## config.mk

```make
export PLATFORM = sky130hd
export DESIGN_NAME = adc_stream_serializer
export DESIGN_NICKNAME = d
export VERILOG_FILES = /design/src/rtl/adc_ser_pkg.sv /design/src/rtl/ser_load_image.sv /design/src/rtl/ser_shift_chain.sv /design/src/rtl/ser_result_pass.sv /design/src/rtl/adc_stream_serializer.sv
export SDC_FILE = /design/constraint.sdc
export NUM_CORES = 1
export LEC_CHECK = 0
export BUFFER_PORTS_ARGS = -buffer_cell sky130_fd_sc_hd__buf_4
export CORE_MARGIN = 8
export CORE_UTILIZATION = 40
export DETAILED_ROUTE_END_ITERATION = 7
export PLACE_DENSITY_LB_ADDON = 0.3
export REMOVE_ABC_BUFFERS = 1
export SLEW_MARGIN = 20
export SYNTH_ARGS = -nofsm -noshare
export SYNTH_HDL_FRONTEND = slang
export SYNTH_HIERARCHICAL = 1
export SYNTH_SLANG_ARGS = --single-unit
```

## constraint.sdc

```tcl
create_clock -name clk_i -period 2.2 [get_ports clk_i]
set_input_delay 0.44 -clock clk_i [delete_from_list [all_inputs] [get_ports clk_i]]
set_output_delay 0.44 -clock clk_i [all_outputs]
set_load 0.02 [all_outputs]
```

## src/rtl/adc_ser_pkg.sv

```systemverilog
package adc_ser_pkg;
  parameter int SAMPLE_W = 16;

  typedef struct packed {
    logic                eop;
    logic                sop;
    logic                valid;
    logic [SAMPLE_W-1:0] data;
  } step_t;
endpackage

```

## src/rtl/ser_load_image.sv

```systemverilog
module ser_load_image
  import adc_ser_pkg::*;
#(
  parameter int NUM_CH = 4
) (
  input  logic [NUM_CH*SAMPLE_W-1:0] samples_i,
  output step_t [NUM_CH-1:0]         image_o
);
  for (genvar k = 0; k < NUM_CH; k++) begin : g_step
    always_comb begin
      image_o[k].data  = samples_i[k*SAMPLE_W +: SAMPLE_W];
      image_o[k].valid = 1'b1;
      image_o[k].sop   = (k == 0);
      image_o[k].eop   = (k == NUM_CH - 1);
    end
  end
endmodule

```

## src/rtl/ser_shift_chain.sv

```systemverilog
module ser_shift_chain
  import adc_ser_pkg::*;
#(
  parameter int NUM_CH = 4
) (
  input  logic                clk_i,
  input  logic                rst_ni,
  input  logic                load_i,
  input  step_t [NUM_CH-1:0]  image_i,
  output step_t               head_o
);
  step_t [NUM_CH-1:0] q;

  for (genvar k = 0; k < NUM_CH; k++) begin : g_stage
    step_t nxt;
    if (k == NUM_CH - 1) begin : g_tail
      assign nxt = load_i ? image_i[k] : '0;
    end else begin : g_mid
      assign nxt = load_i ? image_i[k] : q[k+1];
    end
    always_ff @(posedge clk_i or negedge rst_ni) begin
      if (!rst_ni) q[k] <= '0;
      else         q[k] <= nxt;
    end
  end

  assign head_o = q[0];
endmodule

```

## src/rtl/ser_result_pass.sv

```systemverilog
module ser_result_pass #(
  parameter int RES_W = 28,
  parameter int CH_W  = 2
) (
  input  logic [RES_W-1:0] flt_data_i,
  input  logic             flt_valid_i,
  input  logic [CH_W-1:0]  flt_chan_i,
  input  logic             flt_sop_i,
  input  logic             flt_eop_i,
  output logic             flt_ready_o,
  output logic [1:0]       snk_err_o,
  output logic [RES_W-1:0] res_data_o,
  output logic             res_valid_o,
  output logic [CH_W-1:0]  res_chan_o,
  output logic             res_sop_o,
  output logic             res_eop_o
);
  assign flt_ready_o = 1'b1;
  assign snk_err_o   = 2'b00;
  assign res_data_o  = flt_data_i;
  assign res_valid_o = flt_valid_i;
  assign res_chan_o  = flt_chan_i;
  assign res_sop_o   = flt_sop_i;
  assign res_eop_o   = flt_eop_i;
endmodule

```

## src/rtl/adc_stream_serializer.sv

```systemverilog
module adc_stream_serializer
  import adc_ser_pkg::*;
#(
  parameter int NUM_CH = 4,
  parameter int RES_W  = 28,
  parameter int CH_W   = (NUM_CH > 1) ? $clog2(NUM_CH) : 1
) (
  input  logic                       clk_i,
  input  logic                       rst_ni,
  input  logic                       cap_strobe_i,
  input  logic [NUM_CH*SAMPLE_W-1:0] cap_data_i,
  output logic [SAMPLE_W-1:0]        snk_data_o,
  output logic                       snk_valid_o,
  output logic                       snk_sop_o,
  output logic                       snk_eop_o,
  output logic [1:0]                 snk_err_o,
  input  logic [RES_W-1:0]           flt_data_i,
  input  logic                       flt_valid_i,
  input  logic [CH_W-1:0]            flt_chan_i,
  input  logic                       flt_sop_i,
  input  logic                       flt_eop_i,
  input  logic [1:0]                 flt_err_i,
  output logic                       flt_ready_o,
  output logic [RES_W-1:0]           res_data_o,
  output logic                       res_valid_o,
  output logic [CH_W-1:0]            res_chan_o,
  output logic                       res_sop_o,
  output logic                       res_eop_o
);
  step_t [NUM_CH-1:0] image;
  step_t              head;
  logic [1:0]         err_unused;

  assign err_unused = flt_err_i;  // filter error carries nothing useful

  ser_load_image #(.NUM_CH(NUM_CH)) u_image (
    .samples_i (cap_data_i),
    .image_o   (image)
  );

  ser_shift_chain #(.NUM_CH(NUM_CH)) u_chain (
    .clk_i   (clk_i),
    .rst_ni  (rst_ni),
    .load_i  (cap_strobe_i),
    .image_i (image),
    .head_o  (head)
  );

  assign snk_data_o  = head.data;
  assign snk_valid_o = head.valid;
  assign snk_sop_o   = head.sop;
  assign snk_eop_o   = head.eop;

  ser_result_pass #(.RES_W(RES_W), .CH_W(CH_W)) u_pass (
    .flt_data_i  (flt_data_i),
    .flt_valid_i (flt_valid_i),
    .flt_chan_i  (flt_chan_i),
    .flt_sop_i   (flt_sop_i),
    .flt_eop_i   (flt_eop_i),
    .flt_ready_o (flt_ready_o),
    .snk_err_o   (snk_err_o),
    .res_data_o  (res_data_o),
    .res_valid_o (res_valid_o),
    .res_chan_o  (res_chan_o),
    .res_sop_o   (res_sop_o),
    .res_eop_o   (res_eop_o)
  );
endmodule

```

* Yosys cells after proc, flatten, opt, wreduce, memory -nomap -nowiden
Index checks and enable logic that the tools add are counted.
** Storage, ports and cells
- Register bits after elaboration :: 76
- Input bits :: 102
- Word-level logic and storage cells :: 20
** Cells by class
- Mux-type cells :: 4
** Operators by type and width (number)
- $mux W19 :: 4

* Depth between registers and ports, before layout
Gate-level depths: netlist (run 1).
- Word-level depth :: 1
- Depth in mapped cells :: 3
- Depth with buffers taken out :: 1

* Hierarchy
Netlist (run 1), hierarchy kept.
** By module, submodules not included
- ser_shift_chain :: instances 1, cells an instance 179, area each 3012.9 um^2, seq. area each 1901.8 um^2
- ser_load_image :: instances 1, cells an instance 78, area each 578.1 um^2, seq. area each 0.0 um^2
- ser_result_pass :: instances 1, cells an instance 38, area each 277.8 um^2, seq. area each 0.0 um^2

* Worst setup path before layout (run 1)
OpenSTA, ideal clock, no wires.
- Path type :: input to register
- From :: in cap_strobe_i
- To :: reg u_chain/q[24] (netlist name)
- Library setup time :: 0.125 ns
- Arrival time :: 1.010 ns
- Required time :: 2.075 ns
- Setup slack :: 1.065 ns
- Stages :: 3
- Path buffers :: 2
- Path through :: buf_6 -> buf_12 -> mux2_4
** RTL lines
- from (decl) :: RTL line adc_stream_serializer.sv:10 : input logic cap_strobe_i,
- to (signal, indexed assignment) :: RTL line ser_shift_chain.sv:23 : else q[k] <= nxt;
- to (decl) :: RTL line ser_shift_chain.sv:12 : step_t [NUM_CH-1:0] q;

* Worst setup path in the final report (run 1)
- From :: reg u_chain.q (netlist bit u_chain/head_o[15])
- To :: out snk_data_o[15]
** RTL lines
- to (decl) :: RTL line adc_stream_serializer.sv:12 : output logic [SAMPLE_W-1:0] snk_data_o,
No word-level cell between the ends.

==> results of run 1 <==
-- cell type report --
type                       count  area share
tap                          133      0.0430
clock buffer                  10      0.0330
sequential                    76       0.492
multi-input combinational     91       0.240
timing repair buffer          87       0.175
clock inverter                 6      0.0165
-- worst min path at each step --
stage	end	startpoint	cells past startpoint	slack, ns
2_1_floorplan	u_chain/head_o[0]	rst_ni	0	0.14
3_3_place_gp	u_chain/head_o[9]	rst_ni	1	0.38
3_5_place_dp	u_chain/q[33]	rst_ni	1	0.39
4_1_cts	u_chain/q[33]	rst_ni	1	0.0008
5_1_grt	u_chain/head_o[9]	rst_ni	1	0.008
6_report	u_chain/head_o[9]	rst_ni	1	0.007
-- placed cells by master (no fill, tap or decap) --
cell,n
and2_1,19
buf_12,2
buf_4,85
bufinv_16,1
clkbuf_1,1
clkbuf_8,9
clkinv_2,2
clkinvlp_4,2
conb_1,15
dfrtp_1,76
inv_6,1
mux2_2,27
mux2_4,30
-- sequential cells by signal (all words and copies together) (netlist names) --
name and flops:
u_chain/q 57, u_chain/head_o 19
-- per-stage QoR --
step,utilization,instances
after global routing,0.403,403
final,0.403,403
after detailed placement,0.383,387
after CTS,0.403,403
after floorplan,-,167
after global placement,0.383,387
-- where the power goes --
part	switching, uW	internal (uW)	total (uW)
registers	26.2	1500	1530
clock network	509	524	1030
logic	158	238	396
total	693	2270	2960
-- per-layer routing --
layer	vias to the layer above	share of wire	track usage
met5	-	0	0.0207
met4	0	0.016	0.0532
li1	729	-	-
met2	87	0.42	0.134
met3	9	0.13	0.0670
met1	779	0.43	0.124
-- logic make-up after synthesis --
| group | count (synthesis) | synth area share |
|---|---|---|
| and+or+nand+nor | 19 | 0.0307 |
| other | 4 | 0.00388 |
| muxes | 57 | 0.195 |
| DFF | 76 | 0.492 |
| buffers and inverters | 139 | 0.279 |
-- cells in the mapped netlist --
cell	n	area, sq um
dfrtp_1	76	1900
clkbuf_2	1	5.00
conb_1	4	15.0
clkbuf_1	1	3.75
buf_4	133	998
buf_6	1	11.3
mux2_4	30	450
buf_12	3	60.1
mux2_2	27	304
and2_1	19	119
==> results.sh, run 1 <==
export IMPL_status="finished, final reports clean"
export IMPL_area_growth_pct=-0.0323
export IMPL_placed_cell_area_sq_um=3680
export IMPL_crit_start="u_chain/head_o[15]"
export IMPL_ioPinCount=157
export IMPL_slew_violations=0
export IMPL_reg2reg_to="u_chain/q[45]"
export IMPL_synth_cells=295
export IMPL_postCtsSetupRepairBufs=0
export IMPL_clock_latency_ns=0.34
export IMPL_yosys_register_bits=76
export IMPL_post_place_ws_ns=0.749
export IMPL_crit_type="reg2out"
export IMPL_max_freq_mhz=764
export IMPL_fin_crit_sh=0.595
export IMPL_reg2reg_from="u_chain/q[64]"
export IMPL_grt_overflow_total=0
export IMPL_globalplace_congestion=0.641
export IMPL_track_usage=0.103
export IMPL_yosys_warnings=6
export IMPL_drive_gt1_frac=0.589
export IMPL_first_pass_iters=4
export IMPL_drt_iter0_markers=46
export IMPL_std_cell_rows=36
export IMPL_viasPerCell=3.98
export IMPL_end_kind="output port"
export IMPL_cts_tree="built"
export IMPL_clockBufferDepth=2
export IMPL_p_per_area_nw_per_um2=765
export IMPL_crit_family="flip-flops"
export IMPL_skew_ns=0.00666
export IMPL_cp_slowest_cell="dfrtp_1"
export IMPL_critPathCapture="snk_data_o[15]"
export IMPL_cpPeakStageDelay_ns=0.38
export IMPL_detail_route_antenna_nets=0
export IMPL_htree_levels=3
export IMPL_grt_pass1_vias=1842
export IMPL_cts_buffers=9
export IMPL_reg2reg_depth=1
export IMPL_route_detailed_drc=0
export IMPL_dieWidth_um=114
export IMPL_initial_core_util=0.403
export IMPL_portBuffers=85
export IMPL_critPathMaxFanout=1
export IMPL_setup_tns_ns=0
export IMPL_cts_root_buf="clkbuf_8"
export IMPL_worstPathRequired_ns=1.76
export IMPL_grt_pass1_wl_um=9820
export IMPL_cellLeakagePower_uw=0.00191
export IMPL_design_area_sq_um=3870
export IMPL_worst_slack_ns=0.891
export IMPL_die_area_sq_um=13100
export IMPL_synth_area_per_cell_sq_um=13.1
export IMPL_power_uw=2960
export IMPL_hp_class="in2async"
export IMPL_critPathBufInv=1
export IMPL_cts_resized=0
export IMPL_wl_per_cell_um=15.8
export IMPL_finalNetCount=367
export IMPL_whs_ns=0.00744
export IMPL_clock_sinks=76
export IMPL_synth_distinct_cells=10
export IMPL_holdBufCountCts=0
export IMPL_core_sq_um=9590
export IMPL_start_kind="flip-flop"
export IMPL_ir_worst_vdd_v=0.000250
export IMPL_finalSetupViolCount=0
export IMPL_period_minus_slack_ns=1.31
export IMPL_vias=1604
export IMPL_maxCapViolCount=0
export IMPL_antennaDiodeCount=0
export IMPL_register_area_sq_um=1900
export IMPL_hold_viol_final=0
export IMPL_wl_um=6380
export IMPL_die_y_um=114
export IMPL_rrSetupSlack_ns=1.45
export IMPL_crit_arrival_ns=0.87
export IMPL_clk_pin_slew_worst_paths_ns=0.08
export IMPL_fillers=925
export IMPL_ys_seq_area_frac=0.492
export IMPL_rsz0062_at_grt="false"
export IMPL_multi_input_area_sq_um=930
export IMPL_synthesis_area_sq_um=3870
export IMPL_grt_start_max_net_pins=77
export IMPL_antenna_found_initial=0
export IMPL_crit_chain="buf_4"
export IMPL_crit_cells=1
Note: power is estimated with default switching activity, not from simulation.
==> inputs of run 2 (changes only) <==
clock period = 1.35 ns   (was 2.2 ns; I/O delays follow)
==> results.sh, run 2 (synthesis results as in run 1) <==
export IMPL_detail_route_antenna_nets=0
export IMPL_fillers=927
export IMPL_grt_pass1_wl_um=9860
export IMPL_antenna_found_initial=0
export IMPL_vias=1616
export IMPL_slew_violations=0
export IMPL_die_area_sq_um=13100
export IMPL_skew_ns=0.00807
export IMPL_hpwl_um=4520
export IMPL_finalSetupViolCount=0
export IMPL_cellLeakagePower_uw=0.00193
export IMPL_cts_buffers=9
export IMPL_clockBufferDepth=2
export IMPL_cts_resized=0
export IMPL_drt_iter0_markers=56
export IMPL_layout_cells_most_common_list="buf_4, dfrtp_1, mux2_4"
export IMPL_cpPeakStageDelay_ns=0.37
export IMPL_crit_family="flip-flops"
export IMPL_start_kind="flip-flop"
export IMPL_ir_worst_vdd_v=0.000507
export IMPL_multi_input_area_sq_um=930
export IMPL_dieWidth_um=114
export IMPL_cp_slowest_cell="dfrtp_1"
export IMPL_clock_sinks=76
export IMPL_globalplace_congestion=0.642
export IMPL_status="finished, final reports clean"
export IMPL_drive_gt1_frac=0.592
export IMPL_first_pass_iters=3
export IMPL_grt_overflow_total=0
export IMPL_initial_core_util=0.403
export IMPL_hold_viol_final=0
export IMPL_crit_arrival_ns=0.87
export IMPL_route_detailed_drc=0
export IMPL_area_growth_pct=1.23
export IMPL_finalNetCount=369
export IMPL_rsz0062_at_grt="false"
export IMPL_top_register="u_chain/q"
export IMPL_maxCapViolCount=0
export IMPL_period_minus_slack_ns=1.14
export IMPL_grt_start_max_net_pins=77
export IMPL_clock_latency_ns=0.34
export IMPL_crit_chain="buf_4"
export IMPL_ioPinCount=157
export IMPL_hp_class="in2reg"
export IMPL_portBuffers=85
export IMPL_core_sq_um=9590
export IMPL_end_kind="output port"
export IMPL_power_uw=4940
export IMPL_whs_ns=0.141
export IMPL_track_usage=0.102
export IMPL_htree_levels=3
export IMPL_postCtsSetupRepairBufs=0
export IMPL_antennaDiodeCount=0
export IMPL_cts_root_buf="clkbuf_8"
export IMPL_fin_crit_sh=0.841
export IMPL_wl_per_cell_um=15.8
export IMPL_largest_reg_flops=57
export IMPL_layout_commonest_cell="buf_4"
export IMPL_die_y_um=114
export IMPL_grt_pass1_vias=1832
export IMPL_cts_tree="built"
export IMPL_viasPerCell=3.99
export IMPL_wl_um=6400
export IMPL_critPathMaxFanout=1
export IMPL_crit_type="reg2out"
export IMPL_worstPathRequired_ns=1.08
export IMPL_setup_tns_ns=0
export IMPL_rrSetupSlack_ns=0.59
export IMPL_max_freq_mhz=881
export IMPL_clk_pin_slew_worst_paths_ns=0.08
export IMPL_register_area_sq_um=1900
export IMPL_p_per_area_nw_per_um2=1260
export IMPL_critPathBufInv=1
export IMPL_std_cell_rows=36
-- run 2: cell types whose count changed in the layout (fill, tap and decap cells not counted), sizes merged --
cell         previous run  this run
buf                    87        88
clkinv                  2         1
dlygate4sd3             0         1
clkbuf                 10        11
-- run 2: routing by layer --
metal | up-vias | wire, um | track usage
met2 | 92 | 2690 | 0.132
met5 | - | 0 | 0.0207
met3 | 7 | 784 | 0.0686
met4 | 0 | 74 | 0.0506
li1 | 733 | - | -
met1 | 784 | 2840 | 0.125
-- run 2: power breakdown --
part / total (uW) / switching, uW / internal (uW)
Combinational: 656 / 260 / 396
Clock: 1790 / 832 / 959
Sequential: 2490 / 42.6 / 2450
-- run 2: what timing repair did --
action | in CTS | in global routing
hold buffers | 1 | 0
endpoints found under the hold margin | 76 | 0
setup endpoints to repair | 0 | 0
-- run 2: cell type report --
cell class | count | share of cell area
repair buffers | 89 | 0.181
flip-flops and latches | 76 | 0.486
multi-input cells | 91 | 0.237
clock inverters | 5 | 0.0150
clock buffers | 11 | 0.0387
well taps | 133 | 0.0425
-- run 2: final timing paths --
kind,startpoint,end,depth (start not counted)
worst max-delay path,u_chain/head_o[8],snk_data_o[8],1
worst min-delay path,cap_data_i[63],u_chain/q[72],2
worst max register to register,u_chain/q[57],u_chain/q[38],1
worst min register to register,u_chain/q[54],u_chain/q[35],1
max in group asynchronous,rst_ni,u_chain/q[24],3
min in group asynchronous,rst_ni,u_chain/head_o[8],3
-- run 2: per-stage QoR --
stage	cells	setup slack (ns)	utilization	instance area, sq um
finish	405	0.215	0.408	3920
global route	405	0.161	0.408	3920
CTS	405	0.183	0.408	3920
detailed placement	388	0.194	0.385	3700
global placement	388	0.208	0.385	3700
floorplan	167	0.639	-	2830
==> inputs of run 3 (changes only) <==
clock period = 1.2 ns   (was 1.35 ns; I/O delays follow)
==> results.sh, run 3 (synthesis results as in run 1) <==
export IMPL_slew_violations=0
export IMPL_reg2reg_to="u_chain/q[19]"
export IMPL_post_place_ws_ns=0.0958
export IMPL_detail_route_antenna_nets=0
export IMPL_p_int_uw=4240
export IMPL_core_sq_um=9590
export IMPL_cellLeakagePower_uw=0.00195
export IMPL_cp_slowest_cell="dfrtp_1"
export IMPL_initial_core_util=0.403
export IMPL_cts_root_buf="clkbuf_8"
export IMPL_hold_path_startpoint="cap_data_i[63]"
export IMPL_crit_family="flip-flops"
export IMPL_grt_pass1_wl_um=10000
export IMPL_power_frac_comb=0.136
export IMPL_clk_pin_slew_worst_paths_ns=0.08
export IMPL_vias=1633
export IMPL_hpwl_um=4830
export IMPL_cpPeakStageDelay_ns=0.38
export IMPL_ioPinCount=157
export IMPL_rrSetupSlack_ns=0.45
export IMPL_globalplace_congestion=0.644
export IMPL_grt_start_max_net_pins=36
export IMPL_hold_depth=2
export IMPL_worstPathRequired_ns=0.96
export IMPL_std_cell_rows=36
export IMPL_largest_reg_flops=57
export IMPL_antennaDiodeCount=0
export IMPL_die_y_um=114
export IMPL_power_uw=5500
export IMPL_critPathBufInv=1
export IMPL_crit_cells=1
export IMPL_clockBufferDepth=2
export IMPL_antenna_found_initial=0
export IMPL_cts_resized=0
export IMPL_wl_um=6470
export IMPL_dieWidth_um=114
export IMPL_track_usage=0.105
export IMPL_drt_iter0_markers=54
export IMPL_max_freq_mhz=901
export IMPL_fin_crit_sh=0.925
export IMPL_start_kind="flip-flop"
export IMPL_skew_ns=0.0108
export IMPL_setup_tns_ns=0
export IMPL_crit_arrival_ns=0.87
export IMPL_finalNetCount=371
export IMPL_drive_gt1_frac=0.591
export IMPL_cts_tree="built"
export IMPL_reg2reg_depth=1
export IMPL_final_cells=407
export IMPL_reg2reg_from="u_chain/q[38]"
export IMPL_grt_pass1_vias=1905
export IMPL_finalSetupViolCount=0
export IMPL_fin_util=0.410
export IMPL_period_minus_slack_ns=1.11
export IMPL_cts_buffers=9
export IMPL_clock_sinks=76
export IMPL_area_growth_pct=1.65
export IMPL_p_seq_frac=0.510
export IMPL_maxCapViolCount=0
export IMPL_layout_cells_most_common_list="buf_4, dfrtp_1, mux2_4"
export IMPL_first_pass_iters=3
export IMPL_p_per_area_nw_per_um2=1400
export IMPL_route_detailed_drc=0
export IMPL_wl_per_cell_um=15.9
export IMPL_crit_chain="buf_4"
export IMPL_portBuffers=85
export IMPL_hold_viol_final=0
export IMPL_end_kind="output port"
export IMPL_crit_type="reg2out"
export IMPL_viasPerCell=4.01
export IMPL_htree_levels=3
export IMPL_p_sw_uw=1270
export IMPL_status="finished, final reports clean"
export IMPL_die_area_sq_um=13100
export IMPL_grt_overflow_total=0
export IMPL_swShare=0.230
export IMPL_ir_worst_vdd_v=0.000567
export IMPL_pwr_share_clk=0.354
export IMPL_rsz0062_at_grt="false"
export IMPL_hp_class="in2reg"
export IMPL_top_register="u_chain/q"
export IMPL_worst_slack_ns=0.0899
export IMPL_min_to="u_chain/q[72]"
export IMPL_clock_latency_ns=0.34
export IMPL_critPathMaxFanout=1
export IMPL_layout_commonest_cell="buf_4"
export IMPL_numPlacedInstances=390
run 3: layer usage:
layer  GRT usage  wire, um  vias to the layer above
li1            -         -                      739
met5      0.0207         0                        -
met2       0.142      2840                       91
met4      0.0479        89                        0
met3      0.0749       873                        9
met1       0.120      2670                      794
run 3: stage by stage:
| stage | hold WS, ns | instance area [sq um] |
|---|---|---|
| 4_1_cts | 0.0806 | 3930 |
| 6_report | 0.104 | 3930 |
| 3_3_place_gp | 0.138 | 3720 |
| 2_1_floorplan | -0.0556 | 2830 |
| 5_1_grt | 0.0788 | 3930 |
| 3_5_place_dp | 0.143 | 3720 |
run 3: worst max-delay path by stage:
stage	startpoint	end	slack, ns
after floorplan	u_chain/q[43]	u_chain/q[24]	0.49
after global placement	cap_strobe_i	u_chain/q[21]	0.11
after detailed placement	cap_strobe_i	u_chain/head_o[5]	0.1
after CTS	u_chain/head_o[5]	snk_data_o[5]	0.06
after global routing	u_chain/head_o[16]	snk_valid_o	0.03
final	u_chain/head_o[0]	snk_data_o[0]	0.09
run 3: power groups by stage:
stage               logic (uW)  clock network, uW  registers (uW)
floorplan                  260                  0            2930
global placement           750                  0            2850
detailed placement         763                  0            2860
CTS                        767               2040            2810
global route               815               2140            2830
finish                     748               1950            2810
run 3: repair_timing:
item	in CTS	in global routing
hold buffers	1	0
buffers inserted	0	0
endpoints found under the setup margin	0	0
hold endpoints to repair	17	0
run 3: cell type report:
| cell class | count | area (sq um) |
|---|---|---|
| Multi-Input combinational cell | 91 | 930 |
| Timing Repair Buffer | 91 | 736 |
| Tap cell | 133 | 166 |
| Clock inverter | 5 | 57.6 |
| Fill cell | 928 | 5660 |
| Sequential cell | 76 | 1900 |
| Clock buffer | 11 | 141 |
